--- config.mk ---
export PLATFORM = sky130hd
export DESIGN_NAME = xsd_ctl_skip_decoder
export DESIGN_NICKNAME = d
export VERILOG_FILES = /design/src/rtl/xsd_pkg.sv /design/src/rtl/xsd_digit_decode.sv /design/src/rtl/xsd_skip_select.sv /design/src/rtl/xsd_window_fsm.sv /design/src/rtl/xsd_ctl_skip_decoder.sv
export SDC_FILE = /design/constraint.sdc
export NUM_CORES = 1
export LEC_CHECK = 0
export ABC_AREA = 1
export BUFFER_PORTS_ARGS = -buffer_cell sky130_fd_sc_hd__buf_4
export CORE_ASPECT_RATIO = 1.25
export CORE_UTILIZATION = 50
export CTS_BUF_LIST = sky130_fd_sc_hd__clkbuf_8
export DETAILED_ROUTE_END_ITERATION = 16
export GPL_TIMING_DRIVEN = 0
export PLACE_DENSITY = 0.81
export RECOVER_POWER = 50
export SLEW_MARGIN = 15
export SYNTH_ARGS = -nofsm -noshare
export SYNTH_HDL_FRONTEND = slang
export SYNTH_SLANG_ARGS = --single-unit
--- constraint.sdc ---
create_clock -name clk -period 1.34 [get_ports clk]
set_input_delay 0 -clock clk [delete_from_list [all_inputs] [get_ports clk]]
set_output_delay 0 -clock clk [all_outputs]
set_load 0.02 [all_outputs]
--- src/rtl/xsd_pkg.sv ---
package xsd_pkg;

    typedef enum logic [1:0] {
        CLS_NONE     = 2'd0,
        CLS_ACTIVATE = 2'd1,
        CLS_SENSE    = 2'd2,
        CLS_RSVD     = 2'd3
    } op_cls_e;

    typedef enum logic [2:0] {
        ST_IDLE       = 3'd0,
        ST_ACT_PULSE  = 3'd1,
        ST_ACT_HOLD   = 3'd2,
        ST_SNS_HOLD   = 3'd3,
        ST_SNS_DECIDE = 3'd4
    } win_state_e;

    typedef enum logic [1:0] {
        CK_NONE   = 2'd0,
        CK_BUFCTL = 2'd1,
        CK_IOCTL  = 2'd2,
        CK_EXTCTL = 2'd3
    } ctl_kind_e;

    localparam int unsigned DIGIT_BUFCTL = 0;
    localparam int unsigned DIGIT_IOCTL  = 1;
    localparam int unsigned DIGIT_EXTCTL = 3;

endpackage

--- src/rtl/xsd_digit_decode.sv ---
module xsd_digit_decode
    import xsd_pkg::*;
#(
    parameter int unsigned DIGIT_W = 3
) (
    input  logic [DIGIT_W-1:0] digit_i,
    output ctl_kind_e          kind_o
);
    localparam logic [DIGIT_W-1:0] D_BUF = DIGIT_W'(DIGIT_BUFCTL);
    localparam logic [DIGIT_W-1:0] D_IOC = DIGIT_W'(DIGIT_IOCTL);
    localparam logic [DIGIT_W-1:0] D_EXC = DIGIT_W'(DIGIT_EXTCTL);

    always_comb begin
        if (digit_i == D_BUF)      kind_o = CK_BUFCTL;
        else if (digit_i == D_IOC) kind_o = CK_IOCTL;
        else if (digit_i == D_EXC) kind_o = CK_EXTCTL;
        else                       kind_o = CK_NONE;
    end
endmodule

--- src/rtl/xsd_skip_select.sv ---
module xsd_skip_select #(
    parameter int unsigned DIGIT_W = 3
) (
    input  logic [DIGIT_W-1:0] digit_i,
    input  logic               test1_i,
    input  logic               test2_i,
    output logic               hit_o
);
    // Low digit bit must be set and every bit above bit 1 clear;
    // bit 1 (address bit 13) then picks the input.
    logic valid_sel;

    always_comb begin
        valid_sel = digit_i[0] && (digit_i >> 2) == '0;
        if (!valid_sel)      hit_o = 1'b0;
        else if (digit_i[1]) hit_o = test2_i;
        else                 hit_o = test1_i;
    end
endmodule

--- src/rtl/xsd_window_fsm.sv ---
module xsd_window_fsm
    import xsd_pkg::*;
#(
    parameter int unsigned WIN_LEN = 4
) (
    input  logic       clk,
    input  logic       rst_n,
    input  logic       start_i,
    input  op_cls_e    cls_i,
    output logic       accept_o,
    output win_state_e state_o
);
    localparam int unsigned   CNT_W    = $clog2(WIN_LEN + 1);
    localparam logic [CNT_W-1:0] LAST     = CNT_W'(WIN_LEN);
    localparam logic [CNT_W-1:0] PRE_LAST = CNT_W'(WIN_LEN - 1);

    win_state_e       state_q, state_d;
    logic [CNT_W-1:0] cnt_q, cnt_d;

    always_comb begin
        accept_o = (state_q == ST_IDLE) && start_i &&
                   (cls_i == CLS_ACTIVATE || cls_i == CLS_SENSE);
        state_d = state_q;
        cnt_d   = cnt_q;
        unique case (state_q)
            ST_IDLE: begin
                if (accept_o) begin
                    cnt_d   = CNT_W'(1);
                    state_d = (cls_i == CLS_ACTIVATE) ? ST_ACT_PULSE : ST_SNS_HOLD;
                end
            end
            ST_ACT_PULSE: begin
                cnt_d   = cnt_q + 1'b1;
                state_d = ST_ACT_HOLD;
            end
            ST_ACT_HOLD: begin
                if (cnt_q == LAST) state_d = ST_IDLE;
                else               cnt_d   = cnt_q + 1'b1;
            end
            ST_SNS_HOLD: begin
                if (cnt_q == PRE_LAST) state_d = ST_SNS_DECIDE;
                else                   cnt_d   = cnt_q + 1'b1;
            end
            ST_SNS_DECIDE: state_d = ST_IDLE;
            default:       state_d = ST_IDLE;
        endcase
    end

    always_ff @(posedge clk) begin
        if (!rst_n) begin
            state_q <= ST_IDLE;
            cnt_q   <= '0;
        end else begin
            state_q <= state_d;
            cnt_q   <= cnt_d;
        end
    end

    assign state_o = state_q;

    assert_pulse_then_hold_R10: assert property (@(posedge clk) disable iff (!rst_n)
        state_q == ST_ACT_PULSE |=> state_q == ST_ACT_HOLD);
    assert_hold_until_last_R10: assert property (@(posedge clk) disable iff (!rst_n)
        (state_q == ST_ACT_HOLD && cnt_q != LAST) |=> state_q == ST_ACT_HOLD);
    assert_decide_once_R6: assert property (@(posedge clk) disable iff (!rst_n)
        state_q == ST_SNS_DECIDE |=> state_q == ST_IDLE);
    assert_bad_class_ignored_R9: assert property (@(posedge clk) disable iff (!rst_n)
        (state_q == ST_IDLE && (cls_i == CLS_NONE || cls_i == CLS_RSVD)) |=> state_q == ST_IDLE);
endmodule

--- src/rtl/xsd_ctl_skip_decoder.sv ---
module xsd_ctl_skip_decoder
    import xsd_pkg::*;
#(
    parameter int unsigned ADDR_W  = 15,
    parameter int unsigned OUT_W   = 12,
    parameter int unsigned WIN_LEN = 4
) (
    input  logic              clk,
    input  logic              rst_n,
    input  logic              instr_vld_i,
    input  logic [1:0]        op_cls_i,
    input  logic [ADDR_W-1:0] addr_fld_i,
    input  logic              test1_i,
    input  logic              test2_i,
    output logic              win_o,
    output logic [OUT_W-1:0]  addr_o,
    output logic              bufctl_o,
    output logic              ioc_pulse_o,
    output logic              exc_pulse_o,
    output logic              skip_o
);
    localparam int unsigned DIGIT_W = ADDR_W - OUT_W;

    win_state_e        state;
    logic              accept;
    logic [ADDR_W-1:0] fld_q;
    ctl_kind_e         kind;
    logic              hit;

    xsd_window_fsm #(.WIN_LEN(WIN_LEN)) u_fsm (
        .clk      (clk),
        .rst_n    (rst_n),
        .start_i  (instr_vld_i),
        .cls_i    (op_cls_e'(op_cls_i)),
        .accept_o (accept),
        .state_o  (state)
    );

    always_ff @(posedge clk) begin
        if (!rst_n)      fld_q <= '0;
        else if (accept) fld_q <= addr_fld_i;
    end

    xsd_digit_decode #(.DIGIT_W(DIGIT_W)) u_dec (
        .digit_i (fld_q[ADDR_W-1:OUT_W]),
        .kind_o  (kind)
    );

    xsd_skip_select #(.DIGIT_W(DIGIT_W)) u_skip (
        .digit_i (fld_q[ADDR_W-1:OUT_W]),
        .test1_i (test1_i),
        .test2_i (test2_i),
        .hit_o   (hit)
    );

    always_comb begin
        win_o       = 1'b0;
        addr_o      = '0;
        bufctl_o    = 1'b0;
        ioc_pulse_o = 1'b0;
        exc_pulse_o = 1'b0;
        skip_o      = 1'b0;
        unique case (state)
            ST_IDLE: ;
            ST_ACT_PULSE: begin
                win_o       = 1'b1;
                addr_o      = fld_q[OUT_W-1:0];
                bufctl_o    = (kind == CK_BUFCTL);
                ioc_pulse_o = (kind == CK_IOCTL);
                exc_pulse_o = (kind == CK_EXTCTL);
            end
            ST_ACT_HOLD: begin
                win_o    = 1'b1;
                addr_o   = fld_q[OUT_W-1:0];
                bufctl_o = (kind == CK_BUFCTL);
            end
            ST_SNS_HOLD: begin
                win_o  = 1'b1;
                addr_o = fld_q[OUT_W-1:0];
            end
            ST_SNS_DECIDE: begin
                win_o  = 1'b1;
                addr_o = fld_q[OUT_W-1:0];
                skip_o = hit;
            end
            default: ;
        endcase
    end

    assert_one_ctl_R2: assert property (@(posedge clk) disable iff (!rst_n)
        $onehot0({bufctl_o, ioc_pulse_o, exc_pulse_o}));
    assert_ioc_single_R3: assert property (@(posedge clk) disable iff (!rst_n)
        ioc_pulse_o |=> !ioc_pulse_o);
    assert_exc_single_R4: assert property (@(posedge clk) disable iff (!rst_n)
        exc_pulse_o |=> !exc_pulse_o);
    assert_addr_stable_R5: assert property (@(posedge clk) disable iff (!rst_n)
        (win_o && $past(win_o)) |-> $stable(addr_o));
    assert_idle_quiet_R5: assert property (@(posedge clk) disable iff (!rst_n)
        !win_o |-> (addr_o == '0 && !bufctl_o && !ioc_pulse_o && !exc_pulse_o && !skip_o));
    assert_skip_single_R6: assert property (@(posedge clk) disable iff (!rst_n)
        skip_o |=> !win_o);
endmodule

== Word-level counts from Yosys, hierarchy flattened ==
Index checks and enable logic that the tools add are counted.
Storage, ports and cells
  word-level logic and storage cells: 54
  ROM bits: 0
  memories kept: 0
  bits in writable memories: 0
  input port bits: 22
  output and inout port bits: 17
  latch bits: 0
  bits in registers: 21
Operators by class
  $lt $le $gt $ge: 0
  multipliers: 0
  mux-type cells: 20
  reductions and logical operators: 12
  divide/modulo/power cells: 0
  shift-type cells: 0
  $add $sub $neg: 1
  equal/unequal tests: 18
  bitwise logic cells: 0
Operators with widths (count)
  $pmux W3 S4: 2
  $mux W3: 6
  $eq A3 B2 Y1 const B: 4
  $mux W12: 1
  $logic_not A3 Y1: 3
  $mux W2: 4
  $mux W1: 7
  $eq A2 B2 Y1 const B: 3
  $eq A3 B1 Y1 const B: 2
  $eq A3 B3 Y1 const B: 2
  $ne A2 B2 Y1 const B: 3
  $eq A2 B1 Y1 const B: 2
  $ne A2 B1 Y1 const B: 2
  $reduce_and A4 Y1: 1
  $reduce_bool A4 Y1: 1
  $reduce_or A4 Y1: 1
  $add A3 B1 Y3 const B: 1
  $logic_and A1 B1 Y1: 3
  $reduce_and A3 Y1: 1
  $reduce_or A2 Y1: 1
  $logic_or A1 B1 Y1: 1

== Logic depth before layout (Yosys ltp) ==
Gate-level depths: netlist of the first run.
  depth in word-level cells: 6
  depth in mapped cells: 9

== By module ==
A second synthesis of the first run with hierarchy kept.
Second synthesis, totals
  cells, all modules: 172
  area, all modules: 1147.4 sq um
Modules (own cells, without submodules)
  xsd_ctl_skip_decoder: area an instance 690.7 sq um, instances 1, sequential area each 300.3 sq um, cells an instance 96
  xsd_window_fsm: area an instance 401.6 sq um, instances 1, sequential area each 120.1 sq um, cells an instance 63
  xsd_digit_decode: area an instance 27.5 sq um, instances 1, sequential area each 0.0 sq um, cells an instance 7
  xsd_skip_select: area an instance 27.5 sq um, instances 1, sequential area each 0.0 sq um, cells an instance 6

== Worst setup path after synthesis of the first run ==
No wires, ideal clock.
  path type: register -> output
  start: register u_fsm.state_q[0] (netlist: u_fsm.state_o[0])
  end: output skip_o
  data required time: 1340 ps
  cell stages (with the launch flop): 4
  arrival time: 1265 ps
  path slack: 75 ps
  buffers on the path: 0
  path through: dfxtp_1 > inv_1 > nand2_1 > nor4_1
Between the ends
  word-level cells in the longest chain between the ends: 2
Ends and longest elaborated chain
  start, declared: RTL line xsd_window_fsm.sv:17  | win_state_e state_q, state_d;
  start signal, assigned: RTL line xsd_window_fsm.sv:54  | state_q <= state_d;
  $eq A3 B3 Y1: RTL line xsd_ctl_skip_decoder.sv:63  | unique case (state)
  $mux W1: RTL line xsd_ctl_skip_decoder.sv:63
  end, declared: RTL line xsd_ctl_skip_decoder.sv:20  | output logic skip_o
No other way between the ends.

== Worst setup path in the final report of the first run ==
  start: register u_fsm.state_q[0] (netlist: u_fsm.state_o[0])
  end: output addr_o[2]
Between the ends
  word-level cells in the longest chain between the ends: 3
  elaborated cells between the ends (all ways): 6
  classes of those cells: 4 x eq/ne; 1 x mux; 1 x reduce/logical
Ends and longest elaborated chain
  $eq A3 B3 Y1 (tied with other cells): RTL line xsd_ctl_skip_decoder.sv:63
  $reduce_or A4 Y1 (no source line) *
  $mux W12 *: RTL line xsd_ctl_skip_decoder.sv:63
  end, declared: RTL line xsd_ctl_skip_decoder.sv:16  | output logic [OUT_W-1:0] addr_o,
Mark *: on every way between the ends. The rest lies on a longest branch, timed or not.

==> results.py, run 1 <==
metrics = {
    "hold_path": {
        "hold_path.class": "in -> reg",
        "worstHoldEndpoint": "fld_q[13]",
        "hp-start": "addr_fld_i[13]",
        "holdPathStages": 3,
    },
    "floorplanning": {
        "core_mm2": 0.00198,
        "die_w_um": 43.0,
        "ios": 39,
        "row_count": 18,
        "start_util_pct": 53.0,
        "dieArea_mm2": 0.00229,
        "die_y_um": 53.2,
    },
    "logic_synthesis": {
        "synthCells": 153,
        "netlist_area_mm2": 0.00105,
        "yosysWarnings": 0,
        "synthAdderAreaFrac_pct": 4.77,
        "syn_area_per_cell_um2": 6.86,
        "synth.distinct_cells": 21,
        "synth.yosys.seq_area_share_pct": 40.0,
        "synth_xor_xnor_area_share_pct": 0,
        "synth_compound_area_share_pct": 16.1,
        "synth_fp_nets": 179,
        "synth_top_family_by_area": "simple AND/OR/NAND/NOR gates",
        "ys_ff_latch": 21,
        "muxShareOfSynthArea_pct": 0.954,
        "synth-simple-area-share_pct": 25.3,
    },
    "routing": {
        "drtIter0Drc": 29,
        "num_vias": 1206,
        "wl_per_cell_um": 14.1,
        "drtPass1Iterations": 7,
        "drtAntennaViolNets": 0,
        "wirelength_um": 3200,
        "drc": 0,
        "vias_per_cell": 5.29,
    },
    "setup_path": {
        "r2r-end": "fld_q[10]",
        "worstSetupStartpointType": "register",
        "rrSetupSlack_ns": 0.02,
        "cp-startpoint": "u_fsm.state_o[0]",
        "r2r-start": "u_fsm.state_o[1]",
        "rr_worst_depth": 6,
        "cp_top_family": "flip-flops",
        "critPathMaxStageDelay_ns": 0.40,
        "cp.arrival_ns": 1.36,
        "cp_max_fo": 5,
        "crit_top_cell": "nor2_4",
        "cp.required_ns": 1.34,
        "path_buf_inv": 3,
        "critPathKind": "reg -> out",
        "path_cells": "inv_4 -> nand2_4 -> nor2_4 -> nor2_4 -> buf_6 -> nor2_1 -> buf_4",
        "slowest_stage": "dfxtp_4",
        "critPathCaptureType": "primary output",
        "path_depth": 7,
    },
    "run": {
        "maxCapViolations": 0,
    },
    "clocking": {
        "path_clk_slew_ns": 0.08,
        "htreeDepth": 1,
        "cts_tree": "built",
        "cts_buffers": 3,
        "insertion_delay_ns": 0.26,
        "cts.sinks": 21,
        "clk_path_buf_depth": 2,
        "cts-root-buf": "clkbuf_8",
    },
    "sta": {
        "period_share_pct": 102,
        "post-route-min-period_ns": 1.36,
        "setup_tns_ns": -0.123,
        "maxSlewViolCount": 0,
        "holdWs_ns": -0.00174,
        "setup_violations": 9,
        "slew_headroom_pct": 71.2,
        "hold_viol": 1,
        "fmax_mhz": 733,
        "skew_ns": 0.00110,
        "rsz0062_at_grt": "true",
        "worst_slew_pin_slew_ns": 0.432,
        "setup_ws_ns": -0.0242,
    },
    "power_and_ir_drop": {
        "seqPwrFrac_pct": 38.1,
        "p_switching_mw": 0.711,
        "p_int_mw": 1.27,
        "p_comb_share_pct": 41.2,
        "finalPower_mw": 1.98,
        "p_leak_nw": 0.777,
        "pwr-share-clk_pct": 20.8,
        "power_density_mw_per_mm2": 1210,
        "ir_drop_mv": 1.03,
        "sw_frac_of_total_pct": 35.8,
    },
    "run_status": {
        "status": "finished, violations left",
        "violations": "hold timing, setup timing",
    },
    "cells_and_area": {
        "mostFrequentLayoutCell": "buf_4",
        "nets": 235,
        "n_antenna_cell": 0,
        "finalInstanceArea_mm2": 0.00165,
        "syn_to_final_growth_pct": 56.7,
        "final_cell_mix": "buf_4, inv_1, nor2_1",
        "layout-drive-gt1-share_pct": 40.4,
    },
    "global_routing": {
        "grt.total_usage_pct": 25.6,
        "grt_max_degree": 12,
        "grt.overflow.total": 0,
        "grt_pass1_vias": 1052,
        "antenna_found_initial": 0,
        "grt_pass1_wl_um": 4410,
    },
    "placed_design": {
        "placement.io_buffers": 38,
        "dp.final_hpwl_um": 1880,
        "gp_congestion": 0.832,
        "place_ws_ns": 0.0329,
        "placed_area_mm2": 0.00136,
    },
}
-- how the worst max path moves through the flow --
stage | endpoint | slack, ns
after floorplan | skip_o | 0.07
after global placement | addr_o[4] | 0.06
after detailed placement | u_fsm.cnt_q[1] | 0.03
after CTS | addr_o[2] | -0.006
after global routing | addr_o[2] | -0.07
final | addr_o[2] | -0.02
-- registers in the layout, indices dropped and copies added (netlist names) --
register / flops
fld_q: 15
u_fsm.cnt_q: 3
u_fsm.state_o: 3
-- synthesized netlist by cell type, drive strengths merged --
cell	count	area [µm²]
nor2	33	136
inv	28	105
dfxtp	21	420
a21oi	18	93.8
nand2	15	56.3
o21ai	15	75.1
nand3	7	35.0
buf	4	26.3
ha	4	50.1
nand4	3	18.8
clkbuf	1	3.75
mux2i	1	10.0
nand3b	1	7.51
nor3	1	5.00
nor4	1	6.26
-- per-stage QoR --
stage                     utilization [%]  std cells
after floorplan                         -        153
after global placement               68.6        211
after detailed placement             68.6        211
after CTS                            74.5        220
after global routing                 83.0        228
final                                83.0        228
-- logic make-up (layout without fill, tap and decap cells) --
kind of cell             after synthesis  count (layout)
AO/OA/AOI/OAI                         33              33
adder cells (fa/ha/maj)                4               4
buffers and inverters                 33              88
flip-flops                            21              21
multiplexers                           1               1
AND/OR/NAND/NOR                       61              61
-- tightest hold or removal path, cell delays in order --
cell and delay [ns]:
buf_4 0.08, o21ai_0 0.07, nor2_1 0.08
-- layout make-up --
class,instances,area (µm²)
fill,120,337
inverter,28,113
sequential,21,433
timing repair buffer,51,410
multi-input combinational,99,577
tap,20,25.0
clock inverter,1,3.75
buffer,5,42.5
clock buffer,3,41.3
-- power by group through the flow --
stage	clock (mW)	combinational [mW]	sequential [mW]
after global placement	0	0.554	0.759
after global routing	0.431	0.883	0.764
final	0.412	0.817	0.755
after detailed placement	0	0.577	0.761
after CTS	0.410	0.644	0.749
after floorplan	0	0.391	0.752
-- layer usage --
layer  wire (µm)  part of all wire [%]  track usage [%]
met2        1780                    56             48.5
met4          29                  0.91             8.59
met1        1250                    39             29.1
met5           0                     0                0
met3         143                   4.5             3.41
-- what timing repair did --
item                                   in CTS  in global routing
pin swaps                                   3                  1
endpoints found under the hold margin       1                  0
hold buffers                                1                  0
gates cloned                                1                  2
setup endpoints to repair                  14                 26
resized for setup                          13                 39
setup buffers                               3                  6
Note: power is estimated with default switching activity, not from simulation.
==> run 2, diff against run 1 <==
--- a/config.mk
+++ b/config.mk
@@ -7,13 +7,16 @@
 export LEC_CHECK = 0
 export ABC_AREA = 1
 export BUFFER_PORTS_ARGS = -buffer_cell sky130_fd_sc_hd__buf_4
+export CELL_PAD_IN_SITES_DETAIL_PLACEMENT = 1
+export CELL_PAD_IN_SITES_GLOBAL_PLACEMENT = 2
 export CORE_ASPECT_RATIO = 1.25
-export CORE_UTILIZATION = 50
+export CORE_UTILIZATION = 26
 export CTS_BUF_LIST = sky130_fd_sc_hd__clkbuf_8
 export DETAILED_ROUTE_END_ITERATION = 16
 export GPL_TIMING_DRIVEN = 0
-export PLACE_DENSITY = 0.81
+export PLACE_DENSITY_LB_ADDON = 0.1
 export RECOVER_POWER = 50
+export SKIP_LAST_GASP = 1
 export SLEW_MARGIN = 15
 export SYNTH_ARGS = -nofsm -noshare
 export SYNTH_HDL_FRONTEND = slang
==> run 2 against run 1 <==
The run now ends clean. Register-to-register slack improved by 0.05 ns. Sequential share of layout area grew 0.62 points. Power down 5.3%. Worst setup slack gained 0.063 ns. Sequential power about the same. Hold slack improved by 0.0055 ns. Count of clock-buffer cells in the layout is the same. Non-clock buffer count down 6. Critical path type unchanged. Critical endpoint is now addr_o[4]. Largest cell class unchanged.
==> results.py, run 2 (synthesis gave the netlist of run 1 again) <==
metrics = {
    "clocking": {
        "insertion_delay_ns": 0.25,
        "cts.sinks": 21,
        "clk_path_buf_depth": 2,
        "htreeDepth": 1,
        "path_clk_slew_ns": 0.07,
        "holdBufCountCts": 0,
        "cts_tree": "built",
        "cts_buffers": 3,
        "cts-root-buf": "clkbuf_8",
    },
    "sta": {
        "skew_ns": 0.00111,
        "maxSlewViolCount": 0,
        "period_share_pct": 97.1,
        "rsz0062_at_grt": "true",
        "setup_violations": 0,
        "post-route-min-period_ns": 1.30,
        "worst_slew_pin_slew_ns": 0.421,
        "fmax_mhz": 768,
        "slew_headroom_pct": 72.0,
        "hold_viol": 0,
    },
    "setup_path": {
        "path_cells": "nor2_4 -> nor2_4 -> nor2_4 -> buf_6 -> nor2_2 -> buf_4",
        "cp_top_family": "simple AND/OR/NAND/NOR gates",
        "rrSetupSlack_ns": 0.07,
        "critPathMaxStageDelay_ns": 0.35,
        "cp_max_fo": 5,
        "crit_top_cell": "nor2_4",
        "cp.arrival_ns": 1.30,
        "worstSetupStartpointType": "register",
        "slowest_stage": "dfxtp_2",
        "critPathCaptureType": "primary output",
        "path_buf_inv": 2,
        "cp.required_ns": 1.34,
        "critPathKind": "reg -> out",
    },
    "cells_and_area": {
        "final_cell_mix": "buf_4, inv_1, nor2_1",
        "top_register": "fld_q",
        "syn_to_final_growth_pct": 52.7,
        "n_antenna_cell": 0,
        "layout-drive-gt1-share_pct": 40.6,
        "nets": 229,
        "largest_register_ffs": 15,
        "final_cells": 256,
        "mostFrequentLayoutCell": "buf_4",
    },
    "routing": {
        "drc": 0,
        "route.met3.wl_um": 82,
        "wl_per_cell_um": 11.7,
        "drtAntennaViolNets": 0,
        "drtPass1Iterations": 4,
        "wirelength_um": 3000,
        "dr_wl_met2_um": 1690,
        "wl_met1_um": 1200,
        "topRoutingLayerUsed": "met4",
        "drtIter0Drc": 26,
        "vias_per_cell": 4.43,
        "num_vias": 1134,
    },
    "run_status": {
        "status": "complete, no violations",
    },
    "placed_design": {
        "placement.io_buffers": 38,
        "gp_congestion": 0.760,
        "dp.final_hpwl_um": 2260,
        "place_inst": 245,
    },
    "power_and_ir_drop": {
        "ir_drop_mv": 0.588,
        "p_leak_nw": 0.735,
        "finalPower_mw": 1.88,
        "power_density_mw_per_mm2": 1170,
    },
    "floorplanning": {
        "row_count": 25,
        "ios": 39,
        "die_y_um": 73.0,
        "core_mm2": 0.00382,
        "start_util_pct": 27.5,
        "dieArea_mm2": 0.00430,
        "die_w_um": 58.8,
    },
    "global_routing": {
        "grt_pass1_vias": 1124,
        "grt.overflow.total": 0,
        "grt_max_degree": 12,
        "antenna_found_initial": 0,
        "grt.total_usage_pct": 14.8,
        "grt_pass1_wl_um": 4860,
    },
    "hold_path": {
        "hold_path.class": "in -> reg",
    },
    "run": {
        "maxCapViolations": 0,
    },
}
run 2: cell types whose count changed in the layout (fill, tap and decap cells not counted), moves of 3 or more:
cell and change:
buf_4 +4, buf_6 -9, nor2_2 +3, o21ai_2 -3
run 2: routing by layer:
layer / global-route usage [%] / vias to the layer above
li1: - / 579
met2: 27.3 / 22
met4: 4.76 / 0
met3: 1.77 / 2
met5: 0 / -
met1: 17.5 / 531
run 2: worst paths after layout:
check,from,to,depth (start not counted)
max,u_fsm.state_o[1],addr_o[4],6
min,addr_fld_i[14],fld_q[14],3
max reg2reg,u_fsm.cnt_q[1],u_fsm.cnt_q[2],8
min reg2reg,fld_q[7],fld_q[7],2
run 2: metrics by stage:
| stage | util, % | TNS, ns | hold slack (ns) | instance area [µm²] | setup slack, ns |
|---|---|---|---|---|---|
| after floorplan | - | 0 | 0.138 | 1050 | 0.0747 |
| after global placement | 36.8 | -0.320 | 0.255 | 1400 | -0.0411 |
| after detailed placement | 36.8 | -0.397 | 0.267 | 1400 | -0.0468 |
| after CTS | 40.4 | -0.00158 | 0.000166 | 1540 | -0.00158 |
| after global routing | 42.0 | -0.300 | 0.0247 | 1600 | -0.0277 |
| final | 42.0 | 0 | 0.00378 | 1600 | 0.0387 |
run 2: final cells by class:
cell class,count,area (µm²)
multi-input combinational,99,574
fill,494,2210
clock inverter,1,3.75
timing repair buffer,45,342
buffer,5,30.0
clock buffer,3,41.3
tap,54,67.6
inverter,28,113
sequential,21,432
run 2: worst min-delay path, stage by stage:
cell and delay (ns):
buf_4 0.07, o21ai_0 0.07, nor2_1 0.08
run 2: power by group:
group	internal (mW)	switching, mW
Combinational	0.310	0.415
Clock	0.204	0.194
Sequential	0.706	0.0506
Total	1.22	0.660
run 2: what timing repair did:
action	in CTS	in global routing
buffers inserted	4	2
setup endpoints to repair	17	22
hold endpoints to repair	0	0
pin swaps	3	7
gates resized for setup	21	17
gates cloned	1	0
